--- src/rtl/pgwr_pkg.sv ---
package pgwr_pkg;
  localparam int PAGE_BYTES = 4;
  localparam int SLOT_W     = $clog2(PAGE_BYTES);
  localparam int BYTE_W     = 8;
  localparam int HDR_BITS   = 2 * BYTE_W;

  typedef struct packed {
    logic              loadBase;
    logic              storeByte;
    logic              drainEn;
    logic [SLOT_W-1:0] drainIdx;
  } dpCtrl_t;
endpackage

--- src/rtl/pgwr_datapath.sv ---
module pgwr_datapath
  import pgwr_pkg::*;
#(
  parameter int ADDR_W = 8,
  parameter int DATA_W = 8
) (
  input  logic              clk,
  input  logic              rstN,
  input  logic              selActive,
  input  logic              bitTick,
  input  logic [ADDR_W-1:0] cmdAddr,
  input  logic [DATA_W-1:0] dataByte,
  input  dpCtrl_t           ctl,
  output logic              deselEvent,
  output logic              legalCount,
  output logic              arrWe,
  output logic [ADDR_W-1:0] arrAddr,
  output logic [DATA_W-1:0] arrData
);
  localparam int CNT_MAX = HDR_BITS + BYTE_W * PAGE_BYTES + 1;
  localparam int CNT_W   = $clog2(CNT_MAX + 1);
  localparam int BASE_W  = ADDR_W - SLOT_W;

  logic [CNT_W-1:0]  bitCnt;
  logic              selPrev;
  logic [DATA_W-1:0] pageBuf [PAGE_BYTES];
  logic [PAGE_BYTES-1:0] validMask;
  logic [SLOT_W-1:0] slotPtr;
  logic [BASE_W-1:0] pageBase;

  // serial clock count within one selection, saturating
  always_ff @(posedge clk or negedge rstN) begin
    if (!rstN) begin
      bitCnt  <= '0;
      selPrev <= 1'b0;
    end else begin
      selPrev <= selActive;
      if (!selActive) bitCnt <= '0;
      else if (bitTick && bitCnt != CNT_W'(CNT_MAX)) bitCnt <= bitCnt + 1'b1;
    end
  end

  assign deselEvent = selPrev && !selActive;

  always_comb begin
    legalCount = 1'b0;
    for (int k = 1; k <= PAGE_BYTES; k++) begin
      if (bitCnt == CNT_W'(HDR_BITS + BYTE_W * k)) legalCount = 1'b1;
    end
  end

  // page buffer: slot pointer wraps inside the page
  always_ff @(posedge clk or negedge rstN) begin
    if (!rstN) begin
      validMask <= '0;
      slotPtr   <= '0;
      pageBase  <= '0;
    end else if (ctl.loadBase) begin
      validMask <= '0;
      slotPtr   <= cmdAddr[SLOT_W-1:0];
      pageBase  <= cmdAddr[ADDR_W-1:SLOT_W];
    end else if (ctl.storeByte) begin
      validMask[slotPtr] <= 1'b1;
      slotPtr            <= slotPtr + 1'b1;
    end
  end

  for (genvar s = 0; s < PAGE_BYTES; s++) begin : g_slot
    always_ff @(posedge clk or negedge rstN) begin
      if (!rstN) pageBuf[s] <= '0;
      else if (ctl.storeByte && slotPtr == SLOT_W'(s)) pageBuf[s] <= dataByte;
    end
  end

  assign arrWe   = ctl.drainEn && validMask[ctl.drainIdx];
  assign arrAddr = {pageBase, ctl.drainIdx};
  assign arrData = pageBuf[ctl.drainIdx];
endmodule

--- src/rtl/pgwr_control.sv ---
module pgwr_control
  import pgwr_pkg::*;
#(
  parameter int CYC_CLKS   = 500000,
  parameter int PWRUP_CLKS = 250000
) (
  input  logic    clk,
  input  logic    rstN,
  input  logic    selActive,
  input  logic    wrCmd,
  input  logic    dataValid,
  input  logic    wenSet,
  input  logic    wenClr,
  input  logic    wpN,
  input  logic    deselEvent,
  input  logic    legalCount,
  output dpCtrl_t ctl,
  output logic    busy,
  output logic    wenLatch,
  output logic    cmdReject
);
  localparam int TMR_W = $clog2(CYC_CLKS + 1);
  localparam int PU_W  = $clog2(PWRUP_CLKS + 2);

  typedef enum logic [1:0] {ST_IDLE, ST_COLLECT, ST_PROGRAM} wrState_t;

  wrState_t         state, stateNxt;
  logic [TMR_W-1:0] timer;
  logic [PU_W-1:0]  puCnt;
  logic             powered;
  logic             cycleDone;

  assign powered = (puCnt == PU_W'(PWRUP_CLKS));
  assign busy    = (state == ST_PROGRAM);

  always_comb begin
    stateNxt  = state;
    ctl       = '0;
    cycleDone = 1'b0;
    case (state)
      ST_IDLE: begin
        if (wrCmd && selActive && wenLatch && wpN && powered) begin
          stateNxt     = ST_COLLECT;
          ctl.loadBase = 1'b1;
        end
      end
      ST_COLLECT: begin
        if (!wpN) stateNxt = ST_IDLE;
        else if (!selActive)
          stateNxt = (deselEvent && legalCount) ? ST_PROGRAM : ST_IDLE;
        else ctl.storeByte = dataValid;
      end
      ST_PROGRAM: begin
        ctl.drainEn  = (timer < TMR_W'(PAGE_BYTES));
        ctl.drainIdx = timer[SLOT_W-1:0];
        if (timer == TMR_W'(CYC_CLKS - 1)) begin
          cycleDone = 1'b1;
          stateNxt  = ST_IDLE;
        end
      end
      default: stateNxt = ST_IDLE;
    endcase
  end

  always_ff @(posedge clk or negedge rstN) begin
    if (!rstN) begin
      state     <= ST_IDLE;
      timer     <= '0;
      puCnt     <= '0;
      wenLatch  <= 1'b0;
      cmdReject <= 1'b0;
    end else begin
      state     <= stateNxt;
      timer     <= (state == ST_PROGRAM) ? timer + 1'b1 : '0;
      if (!powered) puCnt <= puCnt + 1'b1;
      cmdReject <= busy && (wrCmd || wenSet || wenClr);
      if (cycleDone) wenLatch <= 1'b0;
      else if (!busy) begin
        if (!wpN) wenLatch <= 1'b0;
        else if (wenSet) wenLatch <= 1'b1;
        else if (wenClr) wenLatch <= 1'b0;
      end
    end
  end
endmodule

--- src/rtl/pgwr_top.sv ---
module pgwr_top
  import pgwr_pkg::*;
#(
  parameter int ADDR_W     = 8,
  parameter int DATA_W     = 8,
  parameter int CYC_CLKS   = 500000,
  parameter int PWRUP_CLKS = 250000
) (
  input  logic              clk,
  input  logic              rstN,
  input  logic              selActive,
  input  logic              bitTick,
  input  logic              wrCmd,
  input  logic [ADDR_W-1:0] cmdAddr,
  input  logic              dataValid,
  input  logic [DATA_W-1:0] dataByte,
  input  logic              wenSet,
  input  logic              wenClr,
  input  logic              wpN,
  output logic              busy,
  output logic              wenLatch,
  output logic              cmdReject,
  output logic              arrWe,
  output logic [ADDR_W-1:0] arrAddr,
  output logic [DATA_W-1:0] arrData
);
  dpCtrl_t ctl;
  logic    deselEvent;
  logic    legalCount;

  pgwr_control #(.CYC_CLKS(CYC_CLKS), .PWRUP_CLKS(PWRUP_CLKS)) u_ctrl (
    .clk(clk), .rstN(rstN), .selActive(selActive), .wrCmd(wrCmd),
    .dataValid(dataValid), .wenSet(wenSet), .wenClr(wenClr), .wpN(wpN),
    .deselEvent(deselEvent), .legalCount(legalCount), .ctl(ctl),
    .busy(busy), .wenLatch(wenLatch), .cmdReject(cmdReject)
  );

  pgwr_datapath #(.ADDR_W(ADDR_W), .DATA_W(DATA_W)) u_dp (
    .clk(clk), .rstN(rstN), .selActive(selActive), .bitTick(bitTick),
    .cmdAddr(cmdAddr), .dataByte(dataByte), .ctl(ctl),
    .deselEvent(deselEvent), .legalCount(legalCount), .arrWe(arrWe),
    .arrAddr(arrAddr), .arrData(arrData)
  );
endmodule

--- config.mk ---
export PLATFORM = sky130hd
export DESIGN_NAME = pgwr_top
export DESIGN_NICKNAME = d
export VERILOG_FILES = /design/src/rtl/pgwr_pkg.sv /design/src/rtl/pgwr_datapath.sv /design/src/rtl/pgwr_control.sv /design/src/rtl/pgwr_top.sv
export SDC_FILE = /design/constraint.sdc
export NUM_CORES = 1
export LEC_CHECK = 0
export BUFFER_PORTS_ARGS = -buffer_cell sky130_fd_sc_hd__clkbuf_2
export CAP_MARGIN = 0
export CORE_MARGIN = 3
export CORE_UTILIZATION = 44
export CTS_CLUSTER_DIAMETER = 100
export DETAILED_ROUTE_END_ITERATION = 8
export SKIP_LAST_GASP = 1
export SYNTH_ARGS = -nofsm -noshare
export SYNTH_HDL_FRONTEND = slang
export SYNTH_SLANG_ARGS = --single-unit
--- constraint.sdc ---
create_clock -name clk -period 4.6 [get_ports clk]
set_input_delay 0.92 -clock clk [delete_from_list [all_inputs] [get_ports clk]]
set_output_delay 0.92 -clock clk [all_outputs]
set_load 0.02 [all_outputs]
==> flow_summary.yaml <==
finish:
  stdcell_count: 568
  layout_common_cells: "dfrtp_1, clkbuf_2, mux2_2, nor2_1, nand2_1"
  area_growth_pct: 12.48
  finish.instance_area_mm2: 0.004974
  drive_gt1_frac: 0.2460
  diodes: 0
  final_common_cell: "dfrtp_1"
  finalNetCount: 469
synthesis:
  synth_top_area_share: 0.5207
  synth_area_leaders: "dfrtp_1, mux2_2, xnor2_1"
  syn_area_mm2: 0.004422
  yosys.area.top_type: "dfrtp_1"
  synth_nets: 426
  synth.distinct_cells: 40
  avgSynthCellArea_um2: 11.31
  ys_seq_elements: 92
  ys_seq_area_frac: 0.5207
  synth_warnings: 0
  synthCells: 391
clock_tree:
  clk_pin_slew_ns: 0.09
  numCtsBuffers: 9
  cts_tree: "done"
  post-cts-setup-buffers: 0
  clock_path_buffers: 2
  cts_resized: 0
  postCtsHoldBufs: 0
  h-tree-depth: 3
  clk_latency_ns: 0.35
  cts_root_buf: "clkbuf_8"
  cts.sinks: 92
floorplan:
  start_util: 0.4653
  io-pin-count: 45
  std_cell_rows: 35
  dieArea_mm2: 0.01129
  core_area_mm2: 0.009503
  die_y_um: 106.2
  die_w_um: 106.2
worst_setup_path:
  path_delay_family: "buffers and inverters"
  crit_slowest_cell: "a211oi_1"
  cp.buffers_inverters: 3
  cp_slowest_stage_delay_ns: 0.42
  worst-setup-path-type: "reg2out"
  startpoint_type: "flip-flop"
  crit_fanout: 25
  cp_data_required_time_ns: 3.68
  worst_ep_arrival_time_ns: 2.36
  crit_chain: "nand2b_1 > buf_4 > inv_2 > nand2_1 > a211oi_1 > a21oi_1 > clkbuf_2"
  end_kind: "output port"
grt:
  use_met3: 0.03825
  grt-ovfl-total: 0
  grt_start_max_net_pins: 76
  grt_pass1_vias: 2923
  top_usage_layer: "met2"
  met2_usage: 0.2529
  grt_pass1_wl_um: 14260
  grt_antenna_before_repair: 0
  grt_use_total: 0.1579
  grt_use_met1: 0.2129
sta:
  clock_skew_ns: 0.01002
  finalCriticalPeriod_ns: 3.276
  hold_viol: 0
  fin_ws_ns: 1.324
  drv_slew: 0
  finalSetupViolCount: 0
  slew_headroom: 0.3752
  worst_pin_slew_ns: 0.9372
  fmax_ghz: 0.3053
  fin_crit_sh: 0.7121
  rsz0062_at_grt: "false"
  final.setup.tns_ns: 0
pwr:
  ir_drop_v: 0.0001795
  p_int_uw: 1135
  combPwrFrac: 0.028
  pwr-share-clk: 0.413
  leakagePower_uw: 0.002426
  p_per_area_mw_per_mm2: 292.5
  sequentialPowerShare: 0.559
  p_sw_uw: 319.3
  power.share.switching: 0.2195
routing:
  routed-via-count: 3056
  drcViolationCount: 0
  first_pass_iters: 4
  ant_nets: 0
  viasPerCell: 5.380
  drt-total-wl_um: 8457
  wl_per_cell_um: 14.89
  dr.first_iter.drc_count: 107
place:
  dpl.cell_count: 552
  numPortBuffers: 44
  post_dp_cell_area_mm2: 0.004752
  hpwl_um: 5757
  globalplace.congestion: 0.7994
  pre_cts_ws_ns: 1.679
run_status:
  status: "complete, no violations"
flow_run:
  maxCapViolCount: 0
hold_path:
  min_path_type: "reg2reg"
[cells by family after synthesis]
group | share of synthesized area
multiplexers | 0.1338
adder cells (fa/ha/maj) | 0.02830
XOR/XNOR | 0.06537
flip-flops | 0.5207
AND/OR/NAND/NOR | 0.1675
AO/OA/AOI/OAI | 0.05518
buffers and inverters | 0.02914
[stage by stage]
stage                     power, uW  hold slack [ns]    util
after CTS                      1478           0.5100  0.5234
after global placement        871.0           0.4801  0.5001
after floorplan               837.4           0.4677       -
final                          1455           0.5055  0.5234
after global routing           1519           0.5248  0.5234
after detailed placement      872.0           0.4866  0.5001
[synth_stat cells, drive strengths merged]
master  instances
clkbuf         10
o21ai           6
buf             4
xnor2          20
a211oi          8
mux2           42
o211ai          2
nand2          23
nand4b          4
xor2           13
nor4b           1
dfrtp          92
nor2           26
a22oi           1
nand2b          2
nor3            7
and3            6
or4             4
nor4bb          1
o22ai           2
nor2b          10
a41o            1
ha             10
a31oi           1
nor4            7
a21oi          13
nand4          15
or3             4
nand3          18
mux2i          10
and2            5
a21boi          5
and4            2
inv            16
[power by group through the flow]
stage | registers (uW) | clock network (uW) | logic [uW]
floorplan | 829 | 0 | 8.06
global placement | 829 | 0 | 41.9
detailed placement | 829 | 0 | 42.8
CTS | 813 | 622 | 43.0
global route | 814 | 657 | 48.1
finish | 813 | 601 | 40.6
[flip-flops by register name, indices dropped and copies added, names as in the netlist]
| signal | flops |
|---|---|
| u_dp.pageBase | 6 |
| u_ctrl.wenLatch | 1 |
| u_ctrl.timer | 19 |
| u_ctrl.puCnt | 18 |
| u_ctrl.state | 2 |
| u_dp.selPrev | 1 |
| u_dp.pageBuf | 32 |
| u_dp.bitCnt | 6 |
| u_dp.validMask | 4 |
| u_dp.slotPtr | 2 |
| u_ctrl.cmdReject | 1 |
[final cells by class]
cell class	instances	area [um^2]
Multi-Input combinational cell	269	1991
Inverter	16	60.06
Tap cell	129	161.4
Clock buffer	10	127.6
Clock inverter	6	93.84
Timing Repair Buffer	46	237.7
Sequential cell	92	2302
Fill cell	883	4529
[worst register-to-register path, delay by kind of cell, from the launching register on]
| family | cells | cell delay, ns |
|---|---|---|
| flip-flops | 1 | 0.83 |
| adder cells (fa/ha/maj) | 1 | 0.34 |
| AO/OA/AOI/OAI | 1 | 0.14 |
| AND/OR/NAND/NOR | 3 | 0.98 |
[metal layers]
layer / routed length, um / vias up
met1: 3997 / 1522
met2: 4058 / 60
li1: - / 1463
met5: 0 / -
met4: 91 / 0
met3: 309 / 11
[final timing paths]
path / end / depth (start not counted) / start / slack, ns
setup / recovery: arrData[0] / 7 / u_ctrl.state[0] / 1.32
hold reg to reg: u_dp.pageBuf[21] / 1 / u_dp.pageBuf[21] / 0.51
hold / removal: u_dp.pageBuf[21] / 1 / u_dp.pageBuf[21] / 0.51
max in group asynchronous: u_dp.pageBase[5] / 2 / rstN / 3.10
min in group asynchronous: u_dp.bitCnt[4] / 1 / rstN / 0.71
setup reg to reg: u_ctrl.timer[18] / 5 / u_ctrl.timer[1] / 2.25
Power figures use the tool's default switching activity.
